==> src/rtl/wcb_pkg.sv <==
package wcb_pkg;

  typedef enum logic {
    WCB_GATHER = 1'b0,
    WCB_DRAIN  = 1'b1
  } wcb_state_t;

  // position of a byte inside the buffer from its group index and offset
  function automatic int byte_slot(input int group, input int offs, input int group_bytes);
    return group * group_bytes + offs;
  endfunction

  // byte offset of a beat from the region base
  function automatic int beat_offset(input int beat, input int beat_bytes);
    return beat * beat_bytes;
  endfunction

endpackage

==> src/rtl/wcb_byte_store.sv <==
module wcb_byte_store #(
  parameter int BUF_BYTES  = 32,
  parameter int WORD_BYTES = 4,
  localparam int WORDS  = BUF_BYTES / WORD_BYTES,
  localparam int WIDX_W = $clog2(WORDS)
) (
  input  logic                   clk,
  input  logic                   rst_n,
  input  logic                   wr_en,
  input  logic [WIDX_W-1:0]      word_idx,
  input  logic [WORD_BYTES*8-1:0] wr_data,
  input  logic [WORD_BYTES-1:0]  wr_be,
  input  logic                   clr,
  output logic [BUF_BYTES*8-1:0] buf_data,
  output logic [BUF_BYTES-1:0]   buf_valid
);

  for (genvar g = 0; g < BUF_BYTES; g++) begin : g_byte
    localparam int GW = g / WORD_BYTES;
    localparam int GL = g % WORD_BYTES;
    logic hit;
    assign hit = wr_en && (int'(word_idx) == GW) && wr_be[GL] &&
                 (wcb_pkg::byte_slot(GW, GL, WORD_BYTES) == g);

    always_ff @(posedge clk) begin
      if (!rst_n) begin
        buf_valid[g]       <= 1'b0;
        buf_data[8*g +: 8] <= 8'h00;
      end else if (clr) begin
        buf_valid[g]       <= 1'b0;
      end else if (hit) begin
        buf_valid[g]       <= 1'b1;
        buf_data[8*g +: 8] <= wr_data[8*GL +: 8];
      end
    end
  end


  untouched_lanes_chk: assert property (@(posedge clk) disable iff (!rst_n)
    (!wr_en && !clr) |=> $stable(buf_valid));


  clear_empties_chk: assert property (@(posedge clk) disable iff (!rst_n)
    clr |=> (buf_valid == '0));

endmodule

==> src/rtl/wcb_ctrl.sv <==
module wcb_ctrl #(
  parameter int WADDR_W   = 30,
  parameter int WIDX_W    = 3,
  parameter int BUF_BYTES = 32,
  parameter int NBEAT     = 4,
  localparam int REG_W  = WADDR_W - WIDX_W,
  localparam int BIDX_W = $clog2(NBEAT)
) (
  input  logic                 clk,
  input  logic                 rst_n,
  input  logic                 wr_valid,
  input  logic [WADDR_W-1:0]   wr_waddr,
  input  logic                 flush_req,
  input  logic                 mem_ready,
  input  logic [BUF_BYTES-1:0] buf_valid,
  output logic                 wr_ready,
  output logic                 accept,
  output logic [WIDX_W-1:0]    word_idx,
  output logic                 clr,
  output logic                 drain_active,
  output logic [BIDX_W-1:0]    beat_idx,
  output logic                 beat_last,
  output logic [REG_W-1:0]     base_region
);
  import wcb_pkg::*;

  wcb_state_t         state_q;
  logic [BIDX_W-1:0]  beat_q;
  logic [REG_W-1:0]   base_q;

  // named events
  logic buf_empty, buf_full, region_hit, miss_evt, flush_evt, start_drain, beat_fire;

  assign buf_empty   = ~|buf_valid;
  assign buf_full    = &buf_valid;
  assign region_hit  = (wr_waddr[WADDR_W-1:WIDX_W] == base_q);
  assign miss_evt    = wr_valid && !buf_empty && !region_hit;
  assign flush_evt   = flush_req && !buf_empty;
  assign start_drain = (state_q == WCB_GATHER) && (buf_full || flush_evt || miss_evt);

  assign drain_active = (state_q == WCB_DRAIN);
  assign wr_ready     = (state_q == WCB_GATHER) && !start_drain;
  assign accept       = wr_valid && wr_ready;
  assign word_idx     = wr_waddr[WIDX_W-1:0];
  assign beat_last    = (beat_q == BIDX_W'(NBEAT - 1));
  assign beat_fire    = drain_active && mem_ready;
  assign clr          = beat_fire && beat_last;
  assign beat_idx     = beat_q;
  assign base_region  = base_q;

  always_ff @(posedge clk) begin
    if (!rst_n) begin
      state_q <= WCB_GATHER;
      beat_q  <= '0;
      base_q  <= '0;
    end else begin
      if (accept && buf_empty) base_q <= wr_waddr[WADDR_W-1:WIDX_W];
      case (state_q)
        WCB_GATHER: begin
          if (start_drain) begin
            state_q <= WCB_DRAIN;
            beat_q  <= '0;
          end
        end
        WCB_DRAIN: begin
          if (beat_fire) begin
            beat_q <= beat_q + BIDX_W'(1);
            if (beat_last) state_q <= WCB_GATHER;
          end
        end
        default: state_q <= WCB_GATHER;
      endcase
    end
  end


  stall_in_drain_chk: assert property (@(posedge clk) disable iff (!rst_n)
    drain_active |-> !wr_ready);


  beat_hold_chk: assert property (@(posedge clk) disable iff (!rst_n)
    (drain_active && !mem_ready) |=> (drain_active && $stable(beat_q)));


  same_region_merge_chk: assert property (@(posedge clk) disable iff (!rst_n)
    (accept && !buf_empty) |-> region_hit);


  full_starts_drain_chk: assert property (@(posedge clk) disable iff (!rst_n)
    (!drain_active && buf_full) |=> drain_active);


  empty_flush_idle_chk: assert property (@(posedge clk) disable iff (!rst_n)
    (!drain_active && buf_empty) |=> !drain_active);

endmodule

==> src/rtl/wcb_beat_sel.sv <==
module wcb_beat_sel #(
  parameter int ADDR_W     = 32,
  parameter int BUF_BYTES  = 32,
  parameter int BEAT_BYTES = 8,
  localparam int NBEAT  = BUF_BYTES / BEAT_BYTES,
  localparam int BIDX_W = $clog2(NBEAT),
  localparam int OFF_W  = $clog2(BUF_BYTES),
  localparam int REG_W  = ADDR_W - OFF_W
) (
  input  logic [BUF_BYTES*8-1:0]  buf_data,
  input  logic [BUF_BYTES-1:0]    buf_valid,
  input  logic [BIDX_W-1:0]       beat_idx,
  input  logic [REG_W-1:0]        base_region,
  output logic [ADDR_W-1:0]       beat_addr,
  output logic [BEAT_BYTES*8-1:0] beat_data,
  output logic [BEAT_BYTES-1:0]   beat_mask
);

  always_comb begin
    beat_addr = {base_region, {OFF_W{1'b0}}} +
                ADDR_W'(wcb_pkg::beat_offset(int'(beat_idx), BEAT_BYTES));
    for (int j = 0; j < BEAT_BYTES; j++) begin
      beat_data[8*j +: 8] = buf_data[8*wcb_pkg::byte_slot(int'(beat_idx), j, BEAT_BYTES) +: 8];
      beat_mask[j]        = buf_valid[wcb_pkg::byte_slot(int'(beat_idx), j, BEAT_BYTES)];
    end
  end

endmodule

==> src/rtl/wc_store_buffer.sv <==
module wc_store_buffer #(
  parameter int ADDR_W     = 32,
  parameter int WORD_BYTES = 4,
  parameter int BUF_BYTES  = 32,
  parameter int BEAT_BYTES = 8,
  localparam int LANE_W  = $clog2(WORD_BYTES),
  localparam int WADDR_W = ADDR_W - LANE_W,
  localparam int WORDS   = BUF_BYTES / WORD_BYTES,
  localparam int WIDX_W  = $clog2(WORDS),
  localparam int NBEAT   = BUF_BYTES / BEAT_BYTES,
  localparam int BIDX_W  = $clog2(NBEAT),
  localparam int OFF_W   = $clog2(BUF_BYTES),
  localparam int REG_W   = ADDR_W - OFF_W
) (
  input  logic                    clk,
  input  logic                    rst_n,
  input  logic                    wr_valid,
  output logic                    wr_ready,
  input  logic [WADDR_W-1:0]      wr_waddr,
  input  logic [WORD_BYTES*8-1:0] wr_data,
  input  logic [WORD_BYTES-1:0]   wr_be,
  input  logic                    flush_req,
  output logic                    mem_valid,
  input  logic                    mem_ready,
  output logic [ADDR_W-1:0]       mem_addr,
  output logic [BEAT_BYTES*8-1:0] mem_data,
  output logic [BEAT_BYTES-1:0]   mem_mask,
  output logic                    mem_last
);

  logic                   accept, clr, drain_active, beat_last;
  logic [WIDX_W-1:0]      word_idx;
  logic [BIDX_W-1:0]      beat_idx;
  logic [REG_W-1:0]       base_region;
  logic [BUF_BYTES*8-1:0] buf_data;
  logic [BUF_BYTES-1:0]   buf_valid;

  wcb_ctrl #(
    .WADDR_W(WADDR_W), .WIDX_W(WIDX_W), .BUF_BYTES(BUF_BYTES), .NBEAT(NBEAT)
  ) u_ctrl (
    .clk(clk), .rst_n(rst_n), .wr_valid(wr_valid), .wr_waddr(wr_waddr),
    .flush_req(flush_req), .mem_ready(mem_ready), .buf_valid(buf_valid),
    .wr_ready(wr_ready), .accept(accept), .word_idx(word_idx), .clr(clr),
    .drain_active(drain_active), .beat_idx(beat_idx), .beat_last(beat_last),
    .base_region(base_region)
  );

  wcb_byte_store #(
    .BUF_BYTES(BUF_BYTES), .WORD_BYTES(WORD_BYTES)
  ) u_store (
    .clk(clk), .rst_n(rst_n), .wr_en(accept), .word_idx(word_idx),
    .wr_data(wr_data), .wr_be(wr_be), .clr(clr),
    .buf_data(buf_data), .buf_valid(buf_valid)
  );

  wcb_beat_sel #(
    .ADDR_W(ADDR_W), .BUF_BYTES(BUF_BYTES), .BEAT_BYTES(BEAT_BYTES)
  ) u_sel (
    .buf_data(buf_data), .buf_valid(buf_valid), .beat_idx(beat_idx),
    .base_region(base_region), .beat_addr(mem_addr), .beat_data(mem_data),
    .beat_mask(mem_mask)
  );

  assign mem_valid = drain_active;
  assign mem_last  = drain_active && beat_last;


  bus_stable_chk: assert property (@(posedge clk) disable iff (!rst_n)
    (mem_valid && !mem_ready) |=> (mem_valid && $stable(mem_addr) && $stable(mem_mask)));


  done_then_empty_chk: assert property (@(posedge clk) disable iff (!rst_n)
    (mem_valid && mem_ready && mem_last) |=> (!mem_valid && wr_ready));

endmodule

==> config.mk <==
export PLATFORM = sky130hd
export DESIGN_NAME = wc_store_buffer
export DESIGN_NICKNAME = d
export VERILOG_FILES = /design/src/rtl/wcb_pkg.sv /design/src/rtl/wcb_byte_store.sv /design/src/rtl/wcb_ctrl.sv /design/src/rtl/wcb_beat_sel.sv /design/src/rtl/wc_store_buffer.sv
export SDC_FILE = /design/constraint.sdc
export NUM_CORES = 1
export LEC_CHECK = 0
export ABC_AREA = 1
export BUFFER_PORTS_ARGS = -buffer_cell sky130_fd_sc_hd__buf_2
export CAP_MARGIN = 25
export CORE_AREA = 2 2 209 211
export DETAILED_ROUTE_END_ITERATION = 8
export DIE_AREA = 0 0 211 213
export REMOVE_ABC_BUFFERS = 1
export SLEW_MARGIN = 0
export SYNTH_ARGS = -nofsm -noshare
export SYNTH_HDL_FRONTEND = slang
export SYNTH_HIERARCHICAL = 1
export SYNTH_SLANG_ARGS = --single-unit
==> constraint.sdc <==
create_clock -name clk -period 6.4 [get_ports clk]
set_clock_uncertainty 0.2 [all_clocks]
set_input_delay 0.64 -clock clk [delete_from_list [all_inputs] [get_ports clk]]
set_output_delay 0.64 -clock clk [all_outputs]
set_load 0.05 [all_outputs]
Word level (Yosys, flattened, before mapping)
Index checks and enable logic that the tools add are counted.
- magnitude comparators: 8
- multiplexer cells: 30
- bitwise gates (word level): 3
- shifts and indexed selects: 8
- add/sub/neg operators: 9
- equality and inequality tests: 11
- reductions and logical operators: 92
- operator list (cell ; number):
    variable part select 256 x 32 -> 8 bit ; 6
    variable part select 256 x 10 -> 8 bit ; 1
    variable part select 256 x 9 -> 8 bit ; 1
    < comparator 32 x 7 -> 1 bit, second input constant ; 7
    AND reduction 2 bit ; 33
    logical AND 1 bit ; 50
    binary-select mux 1 bit (select 5 bit) ; 7
    adder 32 x 5 -> 32 bit ; 1
    AND reduction 32 bit ; 1
    OR reduction 32 bit ; 1
    == test 27 bit ; 1
    adder 5 x 3 -> 6 bit, second input constant ; 4
    2-to-1 mux 1 bit ; 18
    adder 5 x 2 -> 6 bit, second input constant ; 2
    == test 3 bit, second input constant ; 4
    adder 5 x 1 -> 6 bit, second input constant ; 1
    == test 3 x 2 -> 1 bit, second input constant ; 2
    < comparator 5 x 6 -> 1 bit, second input constant ; 1
    2-to-1 mux 2 bit ; 2
    case mux 2 bit (2 select lines) ; 1
    == test 3 x 1 -> 1 bit, second input constant ; 1
    zero test 1 bit ; 3
    zero test 3 bit ; 1
    inverter 1 bit ; 3
    8 further kinds ; 9
- output and inout port bits: 107
- register bits after elaboration: 318

Logic depth before layout (Yosys ltp)
Gate-level depths: netlist of run 1.
- word-level depth: 11
- depth in mapped cells: 19
- gate-level depth less buffers: 17

Cells and area by module
Netlist of run 1, hierarchy kept.
- modules (own cells, without submodules) (module ; area an instance (um^2) ; times used ; cells each):
    wcb_byte_store ; 11661.2 ; 1 ; 1714
    wcb_beat_sel ; 3656.0 ; 1 ; 873
    wcb_ctrl ; 1950.6 ; 1 ; 340
    wc_store_buffer ; 7.5 ; 1 ; 2

Worst setup path before layout of run 1
Ideal clock, no wire load.
- path type: input port to flip-flop
- from: input wr_waddr[17]
- to: register u_store.buf_data[224]
- required time: 6.077 ns
- path buffers: 1
- stages on the path: 17
- path slack: 3.733 ns
- data arrival time: 2.345 ns
- path through: inv_1 nand2_1 nand2_1 nand2_1 nor2_1 nand2_1 nor2_1 nand2_1 nand2_1 nand2_1 nor2_1 nand2_1 nor2_1 buf_4 nand3_1 nand2_1 a21boi_0
- longest elaborated chain between the ends: 11
- ends and longest elaborated chain (item ; line ; source):
    start, declared ; wc_store_buffer.sv:19 ; input logic [WADDR_W-1:0] wr_waddr,
    == test 27 bit ; wcb_ctrl.sv:36 ; assign region_hit = (wr_waddr[WADDR_W-1:WIDX_W] == base_q);
    zero test 1 bit ; wcb_ctrl.sv:37 ; assign miss_evt = wr_valid && !buf_empty && !region_hit;
    logical AND 1 bit ; wcb_ctrl.sv:37 ;
    logical OR 1 bit ; wcb_ctrl.sv:39 ; assign start_drain = (state_q == WCB_GATHER) && (buf_full || flush_evt || miss_evt);
    logical AND 1 bit ; wcb_ctrl.sv:39 ;
    zero test 1 bit ; wcb_ctrl.sv:42 ; assign wr_ready = (state_q == WCB_GATHER) && !start_drain;
    logical AND 1 bit ; wcb_ctrl.sv:42 ;
    logical AND 1 bit ; wcb_ctrl.sv:43 ; assign accept = wr_valid && wr_ready;
    named net accept ; wc_store_buffer.sv:31 ; logic accept, clr, drain_active, beat_last;
    logical AND 1 bit (2 in a row) ; wcb_byte_store.sv:22 ; assign hit = wr_en && (int'(word_idx) == GW) && wr_be[GL] &&
    AND reduction 2 bit (no source line) ; n/a ;
    end signal, assigned by index ; wcb_byte_store.sv:33 ; buf_data[8*g +: 8] <= wr_data[8*GL +: 8];
    end, declared ; wcb_byte_store.sv:14 ; output logic [BUF_BYTES*8-1:0] buf_data,
The timed path passes the listed nets, and every way through them passes these cells.
A chain may end at the register's enable or synchronous reset.

Worst setup path in the final report of run 1
- from: register u_ctrl.beat_q[1] (netlist: u_ctrl/beat_idx[1])
- to: register u_store.buf_data[138]
- longest elaborated chain between the ends: 4
- ends and longest elaborated chain (item ; line ; source):
    start, declared ; wcb_ctrl.sv:28 ; logic [BIDX_W-1:0] beat_q;
    start signal, assigned ; wcb_ctrl.sv:67 ; beat_q <= beat_q + BIDX_W'(1);
    == test 2 bit ; wcb_ctrl.sv:45 ; assign beat_last = (beat_q == BIDX_W'(NBEAT - 1));
    named net beat_last ; wc_store_buffer.sv:31 ;
    logical AND 1 bit ; wcb_ctrl.sv:47 ; assign clr = beat_fire && beat_last;
    named net clr ; wc_store_buffer.sv:31 ;
    inverter 1 bit (no source line) ; n/a ;
    AND reduction 2 bit (no source line) ; n/a ;
The timed path passes the listed nets, and every way through them passes these cells.

==> results.md, run 1 <==
| Quantity | Reported | Unit |
|---|---|---|
| Met3 wire length | 2640 | µm |
| Die W | 211 | µm |
| CTS Hold Bufs | 0 | - |
| Register-to-register setup slack | 2.24 | ns |
| Leakage power of the design | 9.89 | nW |
| FF+latch count, synth | 318 | - |
| CTS sink cnt | 318 | - |
| Pwr dens | 299 | nW/µm² |
| Highest-delay cell along the critical path | sky130_fd_sc_hd__clkinv_2 | - |
| Critical-path cell list | ha_1, inv_1, nor2_1, clkinv_2, buf_4, nand4_1, nand2_1, nand2_1, nor2_1 | - |
| Final wirelength | 49300 | µm |
| Post-CTS Setup Inserts | 0 | - |
| Violation count after the first detailed-routing iteration | 1125 | - |
| Switching component of the power | 2.06 | mW |
| RSZ-0062 raised after global routing | false | - |
| Capturing element type of the critical path | flop | - |
| Largest net degree at the start of global routing | 149 | - |
| Via total after detailed routing | 16800 | - |
| R2R Path End | u_store/buf_data[138] | - |
| Highest metal layer with signal wires | met5 | - |
| Die area | 44900 | µm² |
| Relative area change from synthesis to final layout | 11.4 | % |
| Overflow after GRT | 0 | - |
| Design area | 19300 | µm² |
| Worst hold path stage count | 3 | - |
| Class of the tightest hold or removal check | primary input to flop | - |
| Number of nets in the final layout | 3051 | - |
| Crit start category | flop | - |
| Final sum of negative setup slack | 0 | ns |
| Number of port buffers | 174 | - |
| Number of hold-slack violations in the final timing report | 0 | - |
| Time the final worst path needs with I/O delays and setup | 4.16 | ns |
| Startpoint of the worst hold path | wr_waddr[4] | - |
| Netlist area before placement | 17300 | µm² |
| Placeable core area | 42700 | µm² |
| Clock edge transition at the registers on the reported setup and hold paths | 0.06 | ns |
| Ratio of routed vias to standard cells | 4.73 | - |
| Number of max-capacitance violations reported | 0 | - |
| Site Rows | 76 | - |
| Fraction of layout instances using a drive strength above 1 | 8.59 | % |
| Worst relative slew slack | 35.4 | % |
| Drt wl/cell | 13.9 | µm |
| IR Drop Worst-Case VDD | 0.000188 | V |
| Fillcell total | 4569 | - |
| Fraction of the yosys area taken by sequential cells | 36.9 | % |
| Proportion of power drawn by combinational gates | 26.2 | % |
| Cell at the root of the clock tree | sky130_fd_sc_hd__clkbuf_16 | - |
| Source-to-sink clock delay at the later pin of the worst-skew pair | 0.55 | ns |
| Period utilisation layout | 64.9 | % |
| Outcome | finished clean | - |
| Number of buffers added by the clock tree synthesis step | 39 | - |
| Wire length on met2 | 22500 | µm |
| Max Fclk | 241 | MHz |
| Post-DP Area | 18000 | µm² |
| Crit path kind | flop to flop | - |
| Vias in the first global route | 15500 | - |
| Global-route total usage across every layer | 22.0 | % |
| Wire length of the first global-routing pass | 79800 | µm |
| Io pins | 178 | - |
| CTS-repair resized insts | 0 | - |
| Post-detailed-route DRC marker count | 0 | - |
| Initial core utilization | 40.5 | % |
| Number of instances in the synthesized netlist | 2929 | - |
| Number of nets with antenna violations after detailed routing | 0 | - |
| Max Root-Sink Buffers | 3 | - |
| Switching share of power | 35.8 | % |
| Part of the total power dissipated in the clock network | 36.5 | % |
| Number of inserted diodes | 0 | - |
| Syn. warnings | 6 | - |
| Arrival @ worst endpoint | 4.38 | ns |
| Launching instance or port of the critical path | u_ctrl/beat_idx[1] | - |
| Routability congestion estimate | 0.795 | - |
| Highest fanout seen on the critical path | 52 | - |
| Antenna violations before repair | 1 | - |
| Power Internal | 3.69 | mW |
| Share of total power in sequential cells | 37.3 | % |
| Logic depth of the worst register-to-register path | 9 | - |
| CP peak stage delay | 0.86 | ns |
| Power consumption | 5.76 | mW |
| End of the critical path | u_store/buf_data[138] | - |
| Worst reg2reg path startpoint | u_ctrl/beat_idx[1] | - |
| Post-Syn Area per Cell | 5.90 | µm² |
| Die height | 213 | µm |
| Number of setup violations in the final report | 0 | - |
| Number of max-slew violations in the final report | 0 | - |
| HPWL after DPL | 31000 | µm |
| Distinct cell type count after synthesis | 25 | - |
| Transition at the pin with the smallest max-transition slack | 0.968 | ns |
| Number of levels in the clock H-tree | 2 | - |
| Wl on met1 | 23000 | µm |
| CTS tree | yes | - |
| First-pass detailed-route iteration total | 5 | - |
| Required time worst endpoint | 6.63 | ns |
worst max-delay path: cells and delay by family, from the launching register on:
kind | cells | cell delay (ns)
adder cells (fa/ha/maj) | 1 | 0.25
buffers and inverters | 3 | 1.47
flip-flops | 1 | 0.56
AND/OR/NAND/NOR | 5 | 1.53
per-layer routing:
metal / track usage, % / vias to the layer above
met5: 0 / -
met4: 5.83 / 2
met3: 3.47 / 83
met2: 37.1 / 442
met1: 29.2 / 7624
li1: - / 8658
worst min path at each step:
stage | slack (ns) | to
global placement | 0.26 | u_store/buf_data[243]
floorplan | 0.25 | u_store/buf_data[224]
global route | 0.15 | u_ctrl/base_region[1]
finish | 0.15 | u_ctrl/base_region[1]
CTS | 0.13 | u_ctrl/base_region[9]
detailed placement | 0.27 | u_store/buf_data[241]
power groups by stage:
stage          registers (mW)  logic (mW)  clock network [mW]
2_1_floorplan            2.37       0.917                   0
3_3_place_gp             2.19        1.50                   0
3_5_place_dp             2.19        1.52                   0
4_1_cts                  2.15        1.52                2.16
5_1_grt                  2.16        1.66                2.23
6_report                 2.15        1.51                2.10
cells by family after synthesis:
group / after synthesis / share of synthesized area, %
AO/OA/AOI/OAI: 67 / 2.40
XOR/XNOR: 19 / 0.963
adder cells (fa/ha/maj): 1 / 0.0724
buffers and inverters: 743 / 17.9
flip-flops: 318 / 36.9
other: 1 / 0.0217
AND/OR/NAND/NOR: 1780 / 41.8
per-stage QoR:
stage	hold WS, ns	util [%]	instances	setup WS (ns)
final	0.153	45.1	3551	2.24
after global routing	0.147	45.1	3551	1.84
after CTS	0.128	45.1	3550	2.30
after detailed placement	0.266	42.3	3483	2.19
after global placement	0.259	42.1	3481	2.15
after floorplan	0.250	-	2749	0.0276
cells in the mapped netlist:
library cell	count	area share (%)
sky130_fd_sc_hd__a21boi_0	32	1.4
sky130_fd_sc_hd__a21oi_1	34	0.98
sky130_fd_sc_hd__buf_1	17	0.37
sky130_fd_sc_hd__buf_2	60	1.7
sky130_fd_sc_hd__buf_4	46	2.0
sky130_fd_sc_hd__buf_6	7	0.46
sky130_fd_sc_hd__clkbuf_1	52	1.1
sky130_fd_sc_hd__conb_1	1	0.022
sky130_fd_sc_hd__dfxtp_1	318	37
sky130_fd_sc_hd__ha_1	1	0.072
sky130_fd_sc_hd__inv_1	559	12
sky130_fd_sc_hd__inv_2	1	0.022
sky130_fd_sc_hd__inv_4	1	0.036
sky130_fd_sc_hd__nand2_1	933	20
sky130_fd_sc_hd__nand3_1	169	4.9
sky130_fd_sc_hd__nand4_1	105	3.8
sky130_fd_sc_hd__nand4_4	1	0.12
sky130_fd_sc_hd__nor2_1	563	12
sky130_fd_sc_hd__nor2_2	2	0.072
sky130_fd_sc_hd__nor2_4	5	0.33
sky130_fd_sc_hd__nor3_1	1	0.029
sky130_fd_sc_hd__o21ai_0	1	0.029
sky130_fd_sc_hd__or2_2	1	0.036
sky130_fd_sc_hd__xnor2_1	18	0.91
sky130_fd_sc_hd__xor2_1	1	0.051
layout by cell type, fill, tap and decap left out:
| cell type | synthesis | layout |
|---|---|---|
| sky130_fd_sc_hd__clkbuf_16 | 0 | 41 |
| sky130_fd_sc_hd__buf_16 | 0 | 2 |
| sky130_fd_sc_hd__ha_1 | 1 | 1 |
| sky130_fd_sc_hd__inv_2 | 1 | 1 |
| sky130_fd_sc_hd__clkinv_2 | 0 | 5 |
| sky130_fd_sc_hd__nand4_4 | 1 | 1 |
| sky130_fd_sc_hd__nand2_1 | 933 | 933 |
| sky130_fd_sc_hd__a21oi_1 | 34 | 34 |
| sky130_fd_sc_hd__nor2_2 | 2 | 4 |
| sky130_fd_sc_hd__inv_1 | 559 | 558 |
| sky130_fd_sc_hd__clkbuf_8 | 0 | 8 |
| sky130_fd_sc_hd__nor2_1 | 563 | 560 |
| sky130_fd_sc_hd__dfxtp_4 | 0 | 2 |
| sky130_fd_sc_hd__inv_4 | 1 | 1 |
| sky130_fd_sc_hd__buf_2 | 60 | 173 |
| sky130_fd_sc_hd__dfxtp_1 | 318 | 316 |
| sky130_fd_sc_hd__clkbuf_1 | 52 | 15 |
| sky130_fd_sc_hd__xnor2_1 | 18 | 18 |
| sky130_fd_sc_hd__nand4_1 | 105 | 105 |
| sky130_fd_sc_hd__buf_4 | 46 | 11 |
| sky130_fd_sc_hd__buf_6 | 7 | 1 |
| sky130_fd_sc_hd__xor2_1 | 1 | 1 |
| sky130_fd_sc_hd__o21ai_0 | 1 | 1 |
| sky130_fd_sc_hd__or2_2 | 1 | 1 |
| sky130_fd_sc_hd__conb_1 | 1 | 3 |
| sky130_fd_sc_hd__nand3_1 | 169 | 169 |
| sky130_fd_sc_hd__a21boi_0 | 32 | 32 |
| sky130_fd_sc_hd__nor2_4 | 5 | 6 |
| sky130_fd_sc_hd__buf_12 | 0 | 1 |
| sky130_fd_sc_hd__nor3_1 | 1 | 1 |
registers in the layout (all words and copies together), names as in the netlist:
name and count:
u_store/buf_data 256, u_ctrl/drain_active 1, u_ctrl/base_region 27, u_ctrl/beat_idx 2
u_store/buf_valid 32
layout make-up:
| cell class | count | area (µm²) | area share (%) |
|---|---|---|---|
| tap | 546 | 683 | 3.55 |
| inverter | 561 | 2110 | 11.0 |
| multi-input combinational | 1870 | 7840 | 40.7 |
| timing repair buffer | 189 | 1050 | 5.45 |
| sequential | 318 | 6370 | 33.1 |
| clock inverter | 4 | 20.0 | 0.104 |
| clock buffer | 63 | 1180 | 6.12 |
(Power assumes the default switching activity.)
==> run 2: changes to the inputs <==
Clock period 6.4 ns to 3.7 ns, I/O delays scaled along.
==> run 2 against run 1 <==
First-iteration DRC count rose by 0.80%; routed wire length fell by 0.33%; utilization rose by 2.1 points; final area rose by 4.6%; register-to-register slack got worse by 1.7 ns; hold slack got worse by 0.092 ns; critical path depth rose by 11; sequential power rose by 73%; sequential share of layout area fell by 1.5 points.
==> results.md, run 2 (synthesis results as in run 1) <==
| Quantity | Reported | Unit |
|---|---|---|
| Highest fanout seen on the critical path | 12 | - |
| Post-DP Area | 18300 | µm² |
| Via total after detailed routing | 16900 | - |
| Post-CTS Setup Inserts | 0 | - |
| Final wirelength | 49100 | µm |
| Antenna violations before repair | 2 | - |
| Class of the tightest hold or removal check | primary input to flop | - |
| Time the final worst path needs with I/O delays and setup | 3.24 | ns |
| Arrival @ worst endpoint | 3.52 | ns |
| Number of buffers added by the clock tree synthesis step | 37 | - |
| Power consumption | 10.0 | mW |
| CTS-repair resized insts | 0 | - |
| Design area | 20100 | µm² |
| Number of setup violations in the final report | 0 | - |
| Outcome | finished clean | - |
| Number of levels in the clock H-tree | 2 | - |
| Capturing element type of the critical path | flop | - |
| Period utilisation layout | 87.6 | % |
| Cell family with the largest share of critical-path delay | simple AND/OR/NAND/NOR gates | - |
| Max Fclk | 308 | MHz |
| Number of nets in the final layout | 3143 | - |
| Relative area change from synthesis to final layout | 16.6 | % |
| Buffer and inverter count on the worst path | 5 | - |
| CTS tree | yes | - |
| Highest-delay cell along the critical path | sky130_fd_sc_hd__nor2_1 | - |
| Flip-flop count of the largest register, all copies and words added | 256 | - |
| Number of port buffers | 174 | - |
| Commonest non-fill, non-tap cells in the layout | sky130_fd_sc_hd__nand2_1 (933), sky130_fd_sc_hd__nor2_1 (560), sky130_fd_sc_hd__inv_1 (558), sky130_fd_sc_hd__dfxtp_1 (316), sky130_fd_sc_hd__buf_2 (173) | - |
| Post-detailed-route DRC marker count | 0 | - |
| Transition at the pin with the smallest max-transition slack | 0.891 | ns |
| Initial core utilization | 40.5 | % |
| Pwr dens | 499 | nW/µm² |
| Number of hold-slack violations in the final timing report | 0 | - |
| Die area | 44900 | µm² |
| Number of nets with antenna violations after detailed routing | 0 | - |
| First-pass detailed-route iteration total | 5 | - |
| Fraction of layout instances using a drive strength above 1 | 9.68 | % |
| Site Rows | 76 | - |
| Required time worst endpoint | 3.98 | ns |
| Routability congestion estimate | 0.805 | - |
| Overflow after GRT | 0 | - |
| Placeable core area | 42700 | µm² |
| Register area | 6370 | µm² |
| Max Root-Sink Buffers | 3 | - |
| Register containing the most flip-flops in the final layout | u_store/buf_data | - |
| Final worst setup slack | 0.458 | ns |
| Ratio of routed vias to standard cells | 4.64 | - |
| Global-route total usage across every layer | 21.8 | % |
| CP peak stage delay | 0.71 | ns |
| Fillcell total | 4462 | - |
| Leakage power of the design | 10.3 | nW |
| Critical-path cell list | dlygate4sd3_1, buf_2, inv_1, nand2_1, nand2_1, nand2_1, nor2_1, nand2_1, nor2_1, nand2_1, nand2_1, nand2_1, nor2_1, inv_1, nor2_1, buf_4, nand3_1, nor2_1, nor2_1, nor2_1 | - |
| Drt wl/cell | 13.5 | µm |
| Multi-input combinational cell area | 7840 | µm² |
| Final Util | 47.2 | % |
| Die height | 213 | µm |
| CTS sink cnt | 318 | - |
| Clock edge transition at the registers on the reported setup and hold paths | 0.06 | ns |
| IR Drop Worst-Case VDD | 0.000288 | V |
| Most common library cell in the layout ignoring fill and taps | sky130_fd_sc_hd__nand2_1 | - |
| Worst relative slew slack | 40.4 | % |
| RSZ-0062 raised after global routing | false | - |
| Wire length of the first global-routing pass | 79300 | µm |
| HPWL after DPL | 30300 | µm |
| Violation count after the first detailed-routing iteration | 1134 | - |
| Worst hold slack | 0.0614 | ns |
| Placement-stage worst setup slack | 0.558 | ns |
| Crit path kind | primary input to flop | - |
| Vias in the first global route | 15500 | - |
| Number of max-capacitance violations reported | 0 | - |
| Io pins | 178 | - |
| Die W | 211 | µm |
| Source-to-sink clock delay at the later pin of the worst-skew pair | 0.55 | ns |
| Cell at the root of the clock tree | sky130_fd_sc_hd__clkbuf_16 | - |
| Number of max-slew violations in the final report | 0 | - |
| Crit start category | primary input | - |
| Largest net degree at the start of global routing | 147 | - |
## run 2: cell types whose count changed in the layout (fill, tap and decap cells not counted), sizes merged
| cell | previous run | this run |
|---|---|---|
| diode | 0 | 1 |
| buf | 188 | 222 |
| clkbuf | 64 | 53 |
| clkinvlp | 0 | 2 |
| inv | 560 | 561 |
| clkinv | 5 | 11 |
| dlygate4sd3 | 0 | 60 |
| bufinv | 0 | 1 |
## run 2: per-layer routing
| metal | global-route usage (%) | vias up | wire length (µm) |
|---|---|---|---|
| met5 | 0 | - | 11 |
| met4 | 6.31 | 2 | 1040 |
| met3 | 2.91 | 62 | 2620 |
| met2 | 36.8 | 429 | 22300 |
| met1 | 29.0 | 7601 | 23100 |
| li1 | - | 8831 | - |
## run 2: per-stage QoR
| step | cells | TNS, ns |
|---|---|---|
| 2_1_floorplan | 2749 | -822.41 |
| 3_3_place_gp | 3518 | 0 |
| 3_5_place_dp | 3518 | 0 |
| 4_1_cts | 3644 | 0 |
| 5_1_grt | 3645 | 0 |
| 6_report | 3645 | 0 |
## run 2: path summary, 6_finish.rpt
check | from | end | slack [ns] | cells past startpoint
min | rst_n | u_store/buf_data[119] | 0.06 | 3
max | wr_waddr[22] | u_store/buf_data[90] | 0.46 | 20
min reg2reg | u_store/buf_data[238] | u_store/buf_data[238] | 0.28 | 2
max reg2reg | u_store/buf_valid[31] | u_store/buf_data[90] | 0.56 | 16
## run 2: worst min-delay path, delay by kind of cell
| family | cells | cell delay, ns |
|---|---|---|
| buf+inv | 1 | 0.24 |
| simple gates | 2 | 0.15 |
## run 2: report_power, final
group / leakage (nW) / internal, mW / total, mW / switching (mW)
Sequential: 2.57 / 3.59 / 3.72 / 0.127
Clock: 0.601 / 2.16 / 3.66 / 1.50
Combinational: 7.15 / 0.684 / 2.67 / 1.98
Total: 10.3 / 6.43 / 10.0 / 3.61
## run 2: layout make-up
| type | instances | area share [%] |
|---|---|---|
| inverters | 561 | 10.5 |
| well taps | 546 | 3.39 |
| flip-flops and latches | 318 | 31.6 |
| repair buffers | 283 | 9.55 |
| multi-input cells | 1870 | 38.9 |
| clock inverters | 14 | 0.516 |
| diodes | 1 | 0.0124 |
| clock buffers | 52 | 5.49 |
## run 2: timing repair
item / CTS / global route
hold buffers: 60 / 0
endpoints found under the setup margin: 0 / 0
hold endpoints to repair: 216 / 0
